==> src/rtl/sram_seq_pkg.sv <==
package sram_seq_pkg;

    typedef enum logic [2:0] {
        ST_IDLE,
        ST_TURN,
        ST_SETUP,
        ST_STROBE,
        ST_RECOV
    } seq_state_e;

    typedef struct packed {
        logic wr;
        logic alt;
    } req_ctl_t;

    typedef struct packed {
        logic cs_n;
        logic cs;
        logic oe_n;
        logic we_n;
        logic dq_oe;
    } strobe_t;

    localparam strobe_t STB_IDLE = '{cs_n: 1'b1, cs: 1'b0, oe_n: 1'b1, we_n: 1'b1, dq_oe: 1'b0};

    function automatic int clamp1(input int n);
        return (n < 1) ? 1 : n;
    endfunction

    function automatic int max2(input int a, input int b);
        return (a > b) ? a : b;
    endfunction

endpackage

==> src/rtl/seq_phase_timer.sv <==
module seq_phase_timer #(
    parameter int CNT_W = 2
) (
    input  logic             clk,
    input  logic             rst,
    input  logic             load,
    input  logic [CNT_W-1:0] load_val,
    output logic             last
);
    logic [CNT_W-1:0] cnt_q;

    always_ff @(posedge clk) begin
        if (rst)
            cnt_q <= '0;
        else if (load)
            cnt_q <= load_val;
        else if (cnt_q != '0)
            cnt_q <= cnt_q - 1'b1;
    end

    assign last = (cnt_q == '0);
endmodule

==> src/rtl/seq_addr_route.sv <==
module seq_addr_route #(
    parameter int ADDR_W = 16
) (
    input  logic [ADDR_W-1:0] addr,
    input  logic              alt,
    output logic [ADDR_W-2:0] low,
    output logic              top_direct,
    output logic              top_alt,
    output logic              sel
);
    assign low        = addr[ADDR_W-2:0];
    assign sel        = alt;
    assign top_direct = alt ? 1'b0 : addr[ADDR_W-1];
    assign top_alt    = alt ? addr[ADDR_W-1] : 1'b0;
endmodule

==> src/rtl/seq_strobe_decode.sv <==
module seq_strobe_decode
    import sram_seq_pkg::*;
(
    input  seq_state_e state,
    input  logic       wr,
    output strobe_t    stb
);
    always_comb begin
        stb = STB_IDLE;
        unique case (state)
            ST_SETUP: begin
                stb.cs_n = 1'b0;
                stb.cs   = 1'b1;
                stb.oe_n = wr;
            end
            ST_STROBE: begin
                stb.cs_n  = 1'b0;
                stb.cs    = 1'b1;
                stb.oe_n  = wr;
                stb.we_n  = ~wr;
                stb.dq_oe = wr;
            end
            default: stb = STB_IDLE;
        endcase
    end
endmodule

==> src/rtl/seq_read_capture.sv <==
module seq_read_capture #(
    parameter int DATA_W = 24
) (
    input  logic              clk,
    input  logic              rst,
    input  logic              capture,
    input  logic [DATA_W-1:0] dq_in,
    output logic              valid,
    output logic [DATA_W-1:0] data
);
    always_ff @(posedge clk) begin
        if (rst) begin
            valid <= 1'b0;
            data  <= '0;
        end else begin
            valid <= capture;
            if (capture)
                data <= dq_in;
        end
    end
endmodule

==> src/rtl/asram_sequencer.sv <==
module asram_sequencer
    import sram_seq_pkg::*;
#(
    parameter int ADDR_W     = 16,
    parameter int DATA_W     = 24,
    parameter int SETUP_CYC  = 1,
    parameter int STROBE_CYC = 2,
    parameter int RECOV_CYC  = 1,
    parameter int TURN_CYC   = 1
) (
    input  logic              clk,
    input  logic              rst,
    input  logic              req_valid_i,
    output logic              req_ready_o,
    input  logic              req_write_i,
    input  logic              req_alt_i,
    input  logic [ADDR_W-1:0] req_addr_i,
    input  logic [DATA_W-1:0] req_wdata_i,
    output logic              rsp_valid_o,
    output logic [DATA_W-1:0] rsp_rdata_o,
    output logic [ADDR_W-2:0] mem_addr_o,
    output logic              mem_top_o,
    output logic              mem_top_alt_o,
    output logic              mem_top_sel_o,
    output logic              mem_cs_n_o,
    output logic              mem_cs_o,
    output logic              mem_oe_n_o,
    output logic              mem_we_n_o,
    output logic [DATA_W-1:0] mem_dq_o,
    input  logic [DATA_W-1:0] mem_dq_i,
    output logic              mem_dq_oe_o
);
    localparam int S_EFF = clamp1(SETUP_CYC);
    localparam int P_EFF = clamp1(STROBE_CYC);
    localparam int R_EFF = clamp1(RECOV_CYC);
    localparam int T_EFF = clamp1(TURN_CYC);
    localparam int MAXC  = max2(max2(S_EFF, P_EFF), max2(R_EFF, T_EFF));
    localparam int CNT_W = (MAXC > 1) ? $clog2(MAXC) : 1;
    localparam logic [CNT_W-1:0] S_LD = CNT_W'(S_EFF - 1);
    localparam logic [CNT_W-1:0] P_LD = CNT_W'(P_EFF - 1);
    localparam logic [CNT_W-1:0] R_LD = CNT_W'(R_EFF - 1);
    localparam logic [CNT_W-1:0] T_LD = CNT_W'(T_EFF - 1);

    seq_state_e        state_q, state_d;
    req_ctl_t          ctl_q;
    logic [ADDR_W-1:0] addr_q;
    logic [DATA_W-1:0] wdata_q;
    logic              last_rd_q;
    logic              tmr_load, tmr_last;
    logic [CNT_W-1:0]  tmr_val;
    logic              accept;
    strobe_t           stb;

    assign req_ready_o = (state_q == ST_IDLE);
    assign accept      = req_ready_o && req_valid_i;

    // Phase sequencing: each phase loads the timer with its count minus one.
    always_comb begin
        state_d  = state_q;
        tmr_load = 1'b0;
        tmr_val  = '0;
        unique case (state_q)
            ST_IDLE: if (req_valid_i) begin
                tmr_load = 1'b1;
                if (req_write_i && last_rd_q) begin
                    state_d = ST_TURN;
                    tmr_val = T_LD;
                end else begin
                    state_d = ST_SETUP;
                    tmr_val = S_LD;
                end
            end
            ST_TURN: if (tmr_last) begin
                state_d  = ST_SETUP;
                tmr_load = 1'b1;
                tmr_val  = S_LD;
            end
            ST_SETUP: if (tmr_last) begin
                state_d  = ST_STROBE;
                tmr_load = 1'b1;
                tmr_val  = P_LD;
            end
            ST_STROBE: if (tmr_last) begin
                state_d  = ST_RECOV;
                tmr_load = 1'b1;
                tmr_val  = R_LD;
            end
            ST_RECOV: if (tmr_last) state_d = ST_IDLE;
            default: state_d = ST_IDLE;
        endcase
    end

    always_ff @(posedge clk) begin
        if (rst) begin
            state_q   <= ST_IDLE;
            ctl_q     <= '0;
            addr_q    <= '0;
            wdata_q   <= '0;
            last_rd_q <= 1'b0;
        end else begin
            state_q <= state_d;
            if (accept) begin
                ctl_q.wr  <= req_write_i;
                ctl_q.alt <= req_alt_i;
                addr_q    <= req_addr_i;
                wdata_q   <= req_wdata_i;
            end
            if (state_q == ST_STROBE && tmr_last)
                last_rd_q <= ~ctl_q.wr;
        end
    end

    seq_phase_timer #(.CNT_W(CNT_W)) u_timer (
        .clk      (clk),
        .rst      (rst),
        .load     (tmr_load),
        .load_val (tmr_val),
        .last     (tmr_last)
    );

    seq_addr_route #(.ADDR_W(ADDR_W)) u_route (
        .addr       (addr_q),
        .alt        (ctl_q.alt),
        .low        (mem_addr_o),
        .top_direct (mem_top_o),
        .top_alt    (mem_top_alt_o),
        .sel        (mem_top_sel_o)
    );

    seq_strobe_decode u_decode (
        .state (state_q),
        .wr    (ctl_q.wr),
        .stb   (stb)
    );

    seq_read_capture #(.DATA_W(DATA_W)) u_capture (
        .clk     (clk),
        .rst     (rst),
        .capture (state_q == ST_STROBE && tmr_last && !ctl_q.wr),
        .dq_in   (mem_dq_i),
        .valid   (rsp_valid_o),
        .data    (rsp_rdata_o)
    );

    assign mem_cs_n_o  = stb.cs_n;
    assign mem_cs_o    = stb.cs;
    assign mem_oe_n_o  = stb.oe_n;
    assign mem_we_n_o  = stb.we_n;
    assign mem_dq_oe_o = stb.dq_oe;
    assign mem_dq_o    = wdata_q;
endmodule

==> config.mk <==
export PLATFORM = sky130hd
export DESIGN_NAME = asram_sequencer
export DESIGN_NICKNAME = d
export VERILOG_FILES = /design/src/rtl/sram_seq_pkg.sv /design/src/rtl/seq_phase_timer.sv /design/src/rtl/seq_addr_route.sv /design/src/rtl/seq_strobe_decode.sv /design/src/rtl/seq_read_capture.sv /design/src/rtl/asram_sequencer.sv
export SDC_FILE = /design/constraint.sdc
export NUM_CORES = 1
export LEC_CHECK = 0
export ABC_AREA = 1
export BUFFER_PORTS_ARGS = -buffer_cell sky130_fd_sc_hd__buf_4
export CORE_UTILIZATION = 40
export DETAILED_ROUTE_END_ITERATION = 6
export MAX_ROUTING_LAYER = met4
export PLACE_DENSITY = 0.82
export SLEW_MARGIN = 20
export SYNTH_ARGS = -nofsm -noshare
export SYNTH_HDL_FRONTEND = slang
export SYNTH_SLANG_ARGS = --single-unit
export TNS_END_PERCENT = 1
==> constraint.sdc <==
create_clock -name clk -period 1.7 [get_ports clk]
set_input_delay 0.51 -clock clk [delete_from_list [all_inputs] [get_ports clk]]
set_output_delay 0.51 -clock clk [all_outputs]
set_load 0.05 [all_outputs]
==> impl_results.md, run 1 <==
- Class of the worst hold path: in2reg
- Post-route cell area: a little over 0.004 mm^2
- DP Cell Count: ~570
- Clock-pin slew on the worst setup and hold paths: 0.09 ns
- # rows: 30
- Internal power: between 3 and 4 mW
- CTS tree: yes
- DRC violations left: 0
- Number of global-route vias before repair: between 2,000 and 3,000
- Status: completed
- Dpl cell area: about 0.0039 mm^2
- Worst rel slew slack: 0.731
- Area of the multi-input gates: around 0.0011 mm^2
- Worst Tran Pin Value: between 0.4 and 0.5 ns
- Die Y-Extent: 87.0 um
- Setup violations, final: 0
- R2r startpoint: state_q[0]$_SDFFE_PP0P_
- DR vias/cell: 4.95
- Min Hold Slack: 0.431 ns
- Max Cap Viol: 0
- Starting Density: 0.419
- GP Congestion: 0.902
- H-tree depth: 3
- Hold Path Cell Cnt: 3
- Leak pwr: between 1.5 and 2 nW
- Unrepaired setup endpoints after global routing: yes
- Worst EP required: between 1 and 1.5 ns
- Tot GR Track Use: 0.208
- Clock skew: roughly 0.017 ns
- CP peak stage delay: between 0.3 and 0.4 ns
- Seq/Total Area, Yosys: 0.498
- Synth top area cells: dfxtp_1 (50%), nand3_1 (12%), a21oi_1 (12%), nand2_1 (10%), buf_4 (5.7%)
- Overflow after GRT: 0
- Initial antenna violation count: 0
- Kind of end point of the critical path: output port
- Synth Warn #: 0
- First-pass GRT wire length: 11.9 mm
- FILL cells: ~630
- Routed wire per std cell: 13.1 um
- Power, Total: between 6 and 7 mW
- Register area: ~0.0015 mm^2
- Seq pwr share: 0.338
- Arr. time, crit path: ~1.2 ns
- Sw Share: 0.457
- Hold Path End: u_capture.data[5]$_SDFFE_PP0P_
- Top cell type's share of synthesized area: 0.498
- Hold Fails Final Rpt: 0
- Synth Cell Area: a little under 0.003 mm^2
- R2R setup slack: approximately 0.26 ns
- Antenna-violating nets left: 0
- Clk_lat worst skew: 0.35 ns
- Netlist cell types: 21
- Clk root buf: clkbuf_8
- Drt pass-1 iters: 4
- Worst setup path class: reg2out
- Final net count: 554
- Area of the die: 0.00757 mm^2
- Fmax: 596 MHz
- Slowest CP cell: dfxtp_4
- TritonCTS buffer count: 9
- Max Slew Vio Count: 0
- Psw: roughly 2.9 mW
- Synth Net Count: about 430
- Critical-path maximum fanout: 5
- Critical Path Source Type: flip-flop
- Avg Cell Area, Syn: between 7 and 8 um^2
- HP Start: mem_dq_i[5]
- Non-filler cells, final: around 590
- Largest net degree at the start of global routing: 41
- Fraction of layout cells with a size suffix above 1: 0.384
- Gate power share: 0.466
- Initial DRC Count: 95
- Final WL: approximately 7.7 mm
- Core Region: 0.00691 mm^2
- I/O pin total: 142
- Crit path cell chain: inv_6, nand3_4, nor2_4, inv_2, buf_6
- Area Growth Syn to Fin: 43.8%
- Pwr/cell area: roughly 1600 mW/mm^2
- Post-DP HPWL: 5.27 mm
- Synth Register Bits: 72
- RR Endpoint: mem_dq_o[17]$_SDFFE_PP0N_
- Hold Buf Count CTS: 0
- Minimum clock period: between 1.5 and 2 ns
- Port bufs: approximately 140
- Clock power share: 0.196
- TritonCTS Sinks: between 70 and 80
- Area leader, netlist: dfxtp_1
- Post-Synthesis Cells: around 360
- Max VDD drop: about 0.9 mV
- Antenna cells: 0
- Share of the clock period used by the worst path: 0.987
- Die X: roughly 87 um
- FF-to-FF path depth: 6
- Total number of vias: a little under 3,000
- Clock buffer depth: 2
## through the flow
step	TNS (ns)	setup slack, ns	util
global route	-0.106	-0.0410	0.602
finish	0	0.0226	0.602
global placement	0	0.250	0.563
CTS	-0.0253	-0.0161	0.599
floorplan	-0.191	-0.169	-
detailed placement	0	0.212	0.563
## cells in the mapped netlist
library cell and number:
a21oi_1 68, a21oi_2 1, buf_1 3, buf_2 4, buf_4 22, buf_6 5, clkbuf_1 9, dfxtp_1 72
inv_1 13, inv_2 3, nand2_1 78, nand2_4 1, nand3_1 69, nand3_2 1, nand3_4 1, nand4_1 2
nor2_1 5, nor2_2 1, nor2_8 1, nor3_1 1, o21ai_0 3
## registers in the layout, summed over array words and instances, names as in the netlist
name             flops
u_capture.valid      1
last_rd_q            1
ctl_q                2
state_q              3
u_capture.data      24
mem_dq_o            24
u_timer.cnt_q        1
addr_q              16
## power groups by stage
stage               Clock [mW]  Sequential, mW  Combinational (mW)
floorplan                    0            2.70                1.70
global placement             0            2.17                2.85
detailed placement           0            2.18                2.89
CTS                       1.29            2.17                3.00
global route              1.38            2.21                3.22
finish                    1.27            2.18                3.00
## cells in the final DEF, fill, tap and decap left out, types with 2 or more instances in the layout
master      count
dfxtp_4         3
dfxtp_1        69
nand2_1        75
inv_2           3
nor2_4          2
buf_12          2
nand2_4         2
a21oi_1        68
nor2_1          4
buf_8           2
o21ai_0         3
nand3_1        69
buf_6           2
clkinvlp_4      4
nand4_1         2
inv_1          11
inv_6           4
buf_4         148
clkbuf_8        9
nand2_2         2
## layer usage
layer,up-vias,GRT usage,share of wire
li1,1434,-,-
met5,-,-,0
met4,0,0.102,0.025
met2,113,0.354,0.50
met1,1338,0.221,0.41
met3,13,0.0607,0.059
## worst max-delay path, delay by kind of cell, from the launching register on
family	cells	cell delay, ns
DFF	1	0.37
buffers and inverters	3	0.26
and+or+nand+nor	2	0.19
## worst max-delay path by stage
stage | start | end | slack, ns | cells after the start
2_1_floorplan | state_q[2]$_SDFFE_PP0P_ | mem_oe_n_o | -0.17 | 4
3_3_place_gp | state_q[1]$_SDFFE_PP0P_ | req_ready_o | 0.25 | 4
5_1_grt | state_q[2]$_SDFFE_PP0P_ | mem_we_n_o | -0.04 | 5
6_report | state_q[2]$_SDFFE_PP0P_ | mem_we_n_o | 0.02 | 5
4_1_cts | state_q[2]$_SDFFE_PP0P_ | mem_oe_n_o | -0.02 | 5
3_5_place_dp | state_q[1]$_SDFFE_PP0P_ | req_ready_o | 0.21 | 4
## area by class of cell
cell class,instances,share of cell area
clock buffers,9,0.0298
clock inverters,7,0.0144
inverters,16,0.0166
multi-input cells,232,0.271
flip-flops and latches,72,0.349
well taps,96,0.0289
repair buffers,154,0.289
## logic make-up after synthesis
family	after synthesis	share of synthesized area
AOI/OAI and AO/OA	72	0.126
buffers and inverters	59	0.120
DFF	72	0.498
and+or+nand+nor	160	0.256
## repair_timing
action	4_1_cts	5_1_grt
buffers inserted	4	1
pin swaps	2	1
gates cloned	0	0
setup endpoints to repair	6	5
gates resized for setup	15	3
Power figures use the tool's default switching activity.
==> inputs of run 2 (changes only) <==
Settings changed: ABC_AREA 1 to unset.
==> impl_results.md, run 2 <==
- Setup violations, final: 4 (+4)
- Non-filler cells, final: 564 (-3.8%)
- Final WL: 6.57 mm (-14%)
- FF-to-FF path depth: 5 (-1)
- Area of the die: 0.00782 mm^2 (+3.3%)
- Die Y-Extent: 88.4 um (+1.6%)
- Critical Path Source Type: flip-flop
- Top post-synthesis cells by count: nand2_1 (85), dfxtp_1 (72), nand2b_1 (49)
- Leak pwr: 1.83 nW (+0.99%)
- Area Growth Syn to Fin: 42.8%
- Seq/Total Area, Yosys: 0.482 (-0.0163)
- Most frequent cells in the layout: buf_4 (143), nand2_1 (85), dfxtp_1 (72), nand2b_1 (49), a21oi_1 (43)
- Synth Net Count: 406 (-6.0%)
- Unrepaired setup endpoints after global routing: yes
- Place WS: 0.0953 ns (-0.117 ns)
- Initial antenna violation count: 0 (unchanged)
- Worst Tran Pin Value: 0.501 ns (+0.0970 ns)
- Synth Register Bits: 72 (unchanged)
- Max VDD drop: 0.468 mV (-48%)
- Starting Density: 0.412 (-0.00655)
- Core Region: 0.00725 mm^2 (+5.0%)
- Hold Path Cell Cnt: 3 (unchanged)
- Number of global-route vias before repair: 2,369 (-11%)
- Worst EP required: 1.19 ns (about the same)
- Final setup margin: -0.103 ns (-0.126 ns)
- DR vias/cell: 4.68 (-5.3%)
- Drt pass-1 iters: 6 (+2)
- Worst setup path end: mem_we_n_o
- Synth async-reset ratio: 0 (unchanged)
- Clock-pin slew on the worst setup and hold paths: 0.08 ns (about the same)
- DRC violations left: 2 (+2)
- Fmax: 555 MHz (-7.0%)
- Max Cap Viol: 0 (unchanged)
- RR Endpoint: mem_dq_o[9]$_SDFFE_PP0N_
- Register area: 0.00144 mm^2 (-0.78%)
- Clock skew: 0.00536 ns (-0.0119 ns)
- TritonCTS Sinks: 72 (unchanged)
- Synth Warn #: 0 (unchanged)
- Kind of end point of the critical path: output port
- Netlist cell types: 29 (+38%)
- Initial DRC Count: 49 (-48%)
- Total number of vias: 2,640 (-8.9%)
- HP Start: req_wdata_i[5]
- R2r startpoint: state_q[0]$_SDFFE_PP0P_
- Clk root buf: clkbuf_8
- Die X: 88.4 um (+1.6%)
- DP Cell Count: 548 (-3.0%)
- R2R setup slack: 0.15 ns (-0.11 ns)
- Top_reg_cell synth: dfxtp_1
- Count leader, synth: nand2_1
- TritonCTS buffer count: 9 (unchanged)
- Failing checks: DRC, setup timing
- Area of the multi-input gates: 0.00128 mm^2 (+14%)
- # rows: 31 (+3.3%)
- Worst setup path class: reg2out
- Min Hold Slack: 0.416 ns (-0.0152 ns)
- CTS tree: yes
- Clk_lat worst skew: 0.33 ns (-0.02 ns)
- Largest net degree at the start of global routing: 66 (+61%)
- I/O pin total: 142 (unchanged)
- Class of the worst hold path: in2reg
- Setup crit start: state_q[2]$_SDFFE_PP0P_
- Arr. time, crit path: 1.29 ns (+0.12 ns)
- Hold Buf Count CTS: 0 (unchanged)
- FILL cells: 631 (-0.47%)
- Synth Cell Area: 0.00299 mm^2 (+3.4%)
- Synth top area cells: dfxtp_1 (48%), nand2_1 (11%), nand2b_1 (10%), mux2i_1 (8.0%), a21oi_1 (7.2%)
- Pwr/cell area: 1030 mW/mm^2 (-34%)
- Util after Layout: 0.588 (-0.0136)
- Share of the clock period used by the worst path: 1.06 (+0.0741)
- Minimum clock period: 1.80 ns (+0.126 ns)
- H-tree depth: 3 (unchanged)
- First-pass GRT wire length: 10.0 mm (-16%)
- EDFF count, synth: 0 (unchanged)
- Antenna cells: 0 (unchanged)
- Clock buffer depth: 2 (unchanged)
- Area leader, netlist: dfxtp_1
- Status: finished with violations
- Post-DP HPWL: 4.81 mm (-8.8%)
- Avg Cell Area, Syn: 8.87 um^2 (+11%)
- Most common cell after layout, fill and taps aside: buf_4
- Top cell type's share of synthesized area: 0.482 (-0.0163)
- Hold Fails Final Rpt: 0 (unchanged)
- Overflow after GRT: 0 (unchanged)
- Antenna-violating nets left: 0 (unchanged)
- Critical-path maximum fanout: 2 (-3)
- Final net count: 530 (-4.3%)
- Fraction of layout cells with a size suffix above 1: 0.381 (-0.00303)
- Max Slew Vio Count: 0 (unchanged)
- Port bufs: 141 (unchanged)
- Post-Synthesis Cells: 337 (-7.2%)
- Tot GR Track Use: 0.170 (-0.0385)
- GP Congestion: 0.738 (-18%)
- Routed wire per std cell: 11.7 um (-11%)
- Worst rel slew slack: 0.666 (-0.0647)
## run 2: changes by cell type after synthesis, sizes merged, moves of 2 or more
cell	delta
nand2b	+49
nand2	+7
nand4	-2
nor2b	+2
o21ai	-3
inv	-13
a21oi	-25
nor2	-4
buf	-6
mux2i	+24
nand3	-69
## run 2: how the worst min path moves through the flow
stage / slack [ns] / to
after floorplan: 0.44 / addr_q[0]$_SDFFE_PP0N_
after global placement: 0.44 / mem_dq_o[4]$_SDFFE_PP0N_
after detailed placement: 0.45 / mem_dq_o[4]$_SDFFE_PP0N_
after CTS: 0.40 / mem_dq_o[19]$_SDFFE_PP0N_
after global routing: 0.41 / mem_dq_o[5]$_SDFFE_PP0N_
final: 0.42 / mem_dq_o[5]$_SDFFE_PP0N_
## run 2: logic make-up (layout without fill, tap and decap cells)
| kind of cell | count (synthesis) | in the layout | synth area share |
|---|---|---|---|
| compound gates | 47 | 47 | 0.0829 |
| buf+inv | 41 | 169 | 0.0933 |
| flops | 72 | 72 | 0.482 |
| mux | 24 | 24 | 0.0804 |
| simple gates | 153 | 153 | 0.261 |
## run 2: power breakdown
part	switching (mW)	internal [mW]	total [mW]
clock	0.610	0.812	1.42
combinational	0.681	0.415	1.10
sequential	0.0632	1.79	1.86
## run 2: critical path, stage by stage, from the launching register on
cell        delay [ns]
dfxtp_1           0.31
and2b_2           0.22
and3_4            0.21
clkinvlp_4        0.08
buf_6             0.15
## run 2: final cells by class
type / instances / share of cell area
clock buffer: 9 / 0.0290
clock inverter: 6 / 0.0199
inverter: 3 / 0.00352
multi-input combinational: 224 / 0.301
sequential: 72 / 0.338
tap: 99 / 0.0290
timing repair buffer: 151 / 0.280
## run 2: routing by layer
layer,track usage,share of wire
met5,-,0
met4,0.0733,0.014
met3,0.0532,0.086
met2,0.290,0.47
met1,0.180,0.43
## run 2: timing repair
action                     4_1_cts  5_1_grt
resized for setup                8        0
cloned                           0        0
setup endpoints to repair        4        6
buffers inserted                 1        0
## run 2: metrics by stage
stage	total power [mW]	setup TNS [ns]	instance area (um^2)
finish	4.38	-0.294	4270
floorplan	2.66	-0.304	3000
CTS	4.43	-0.392	4270
global placement	2.95	0	4020
global route	4.57	-0.627	4270
detailed placement	2.97	0	4020
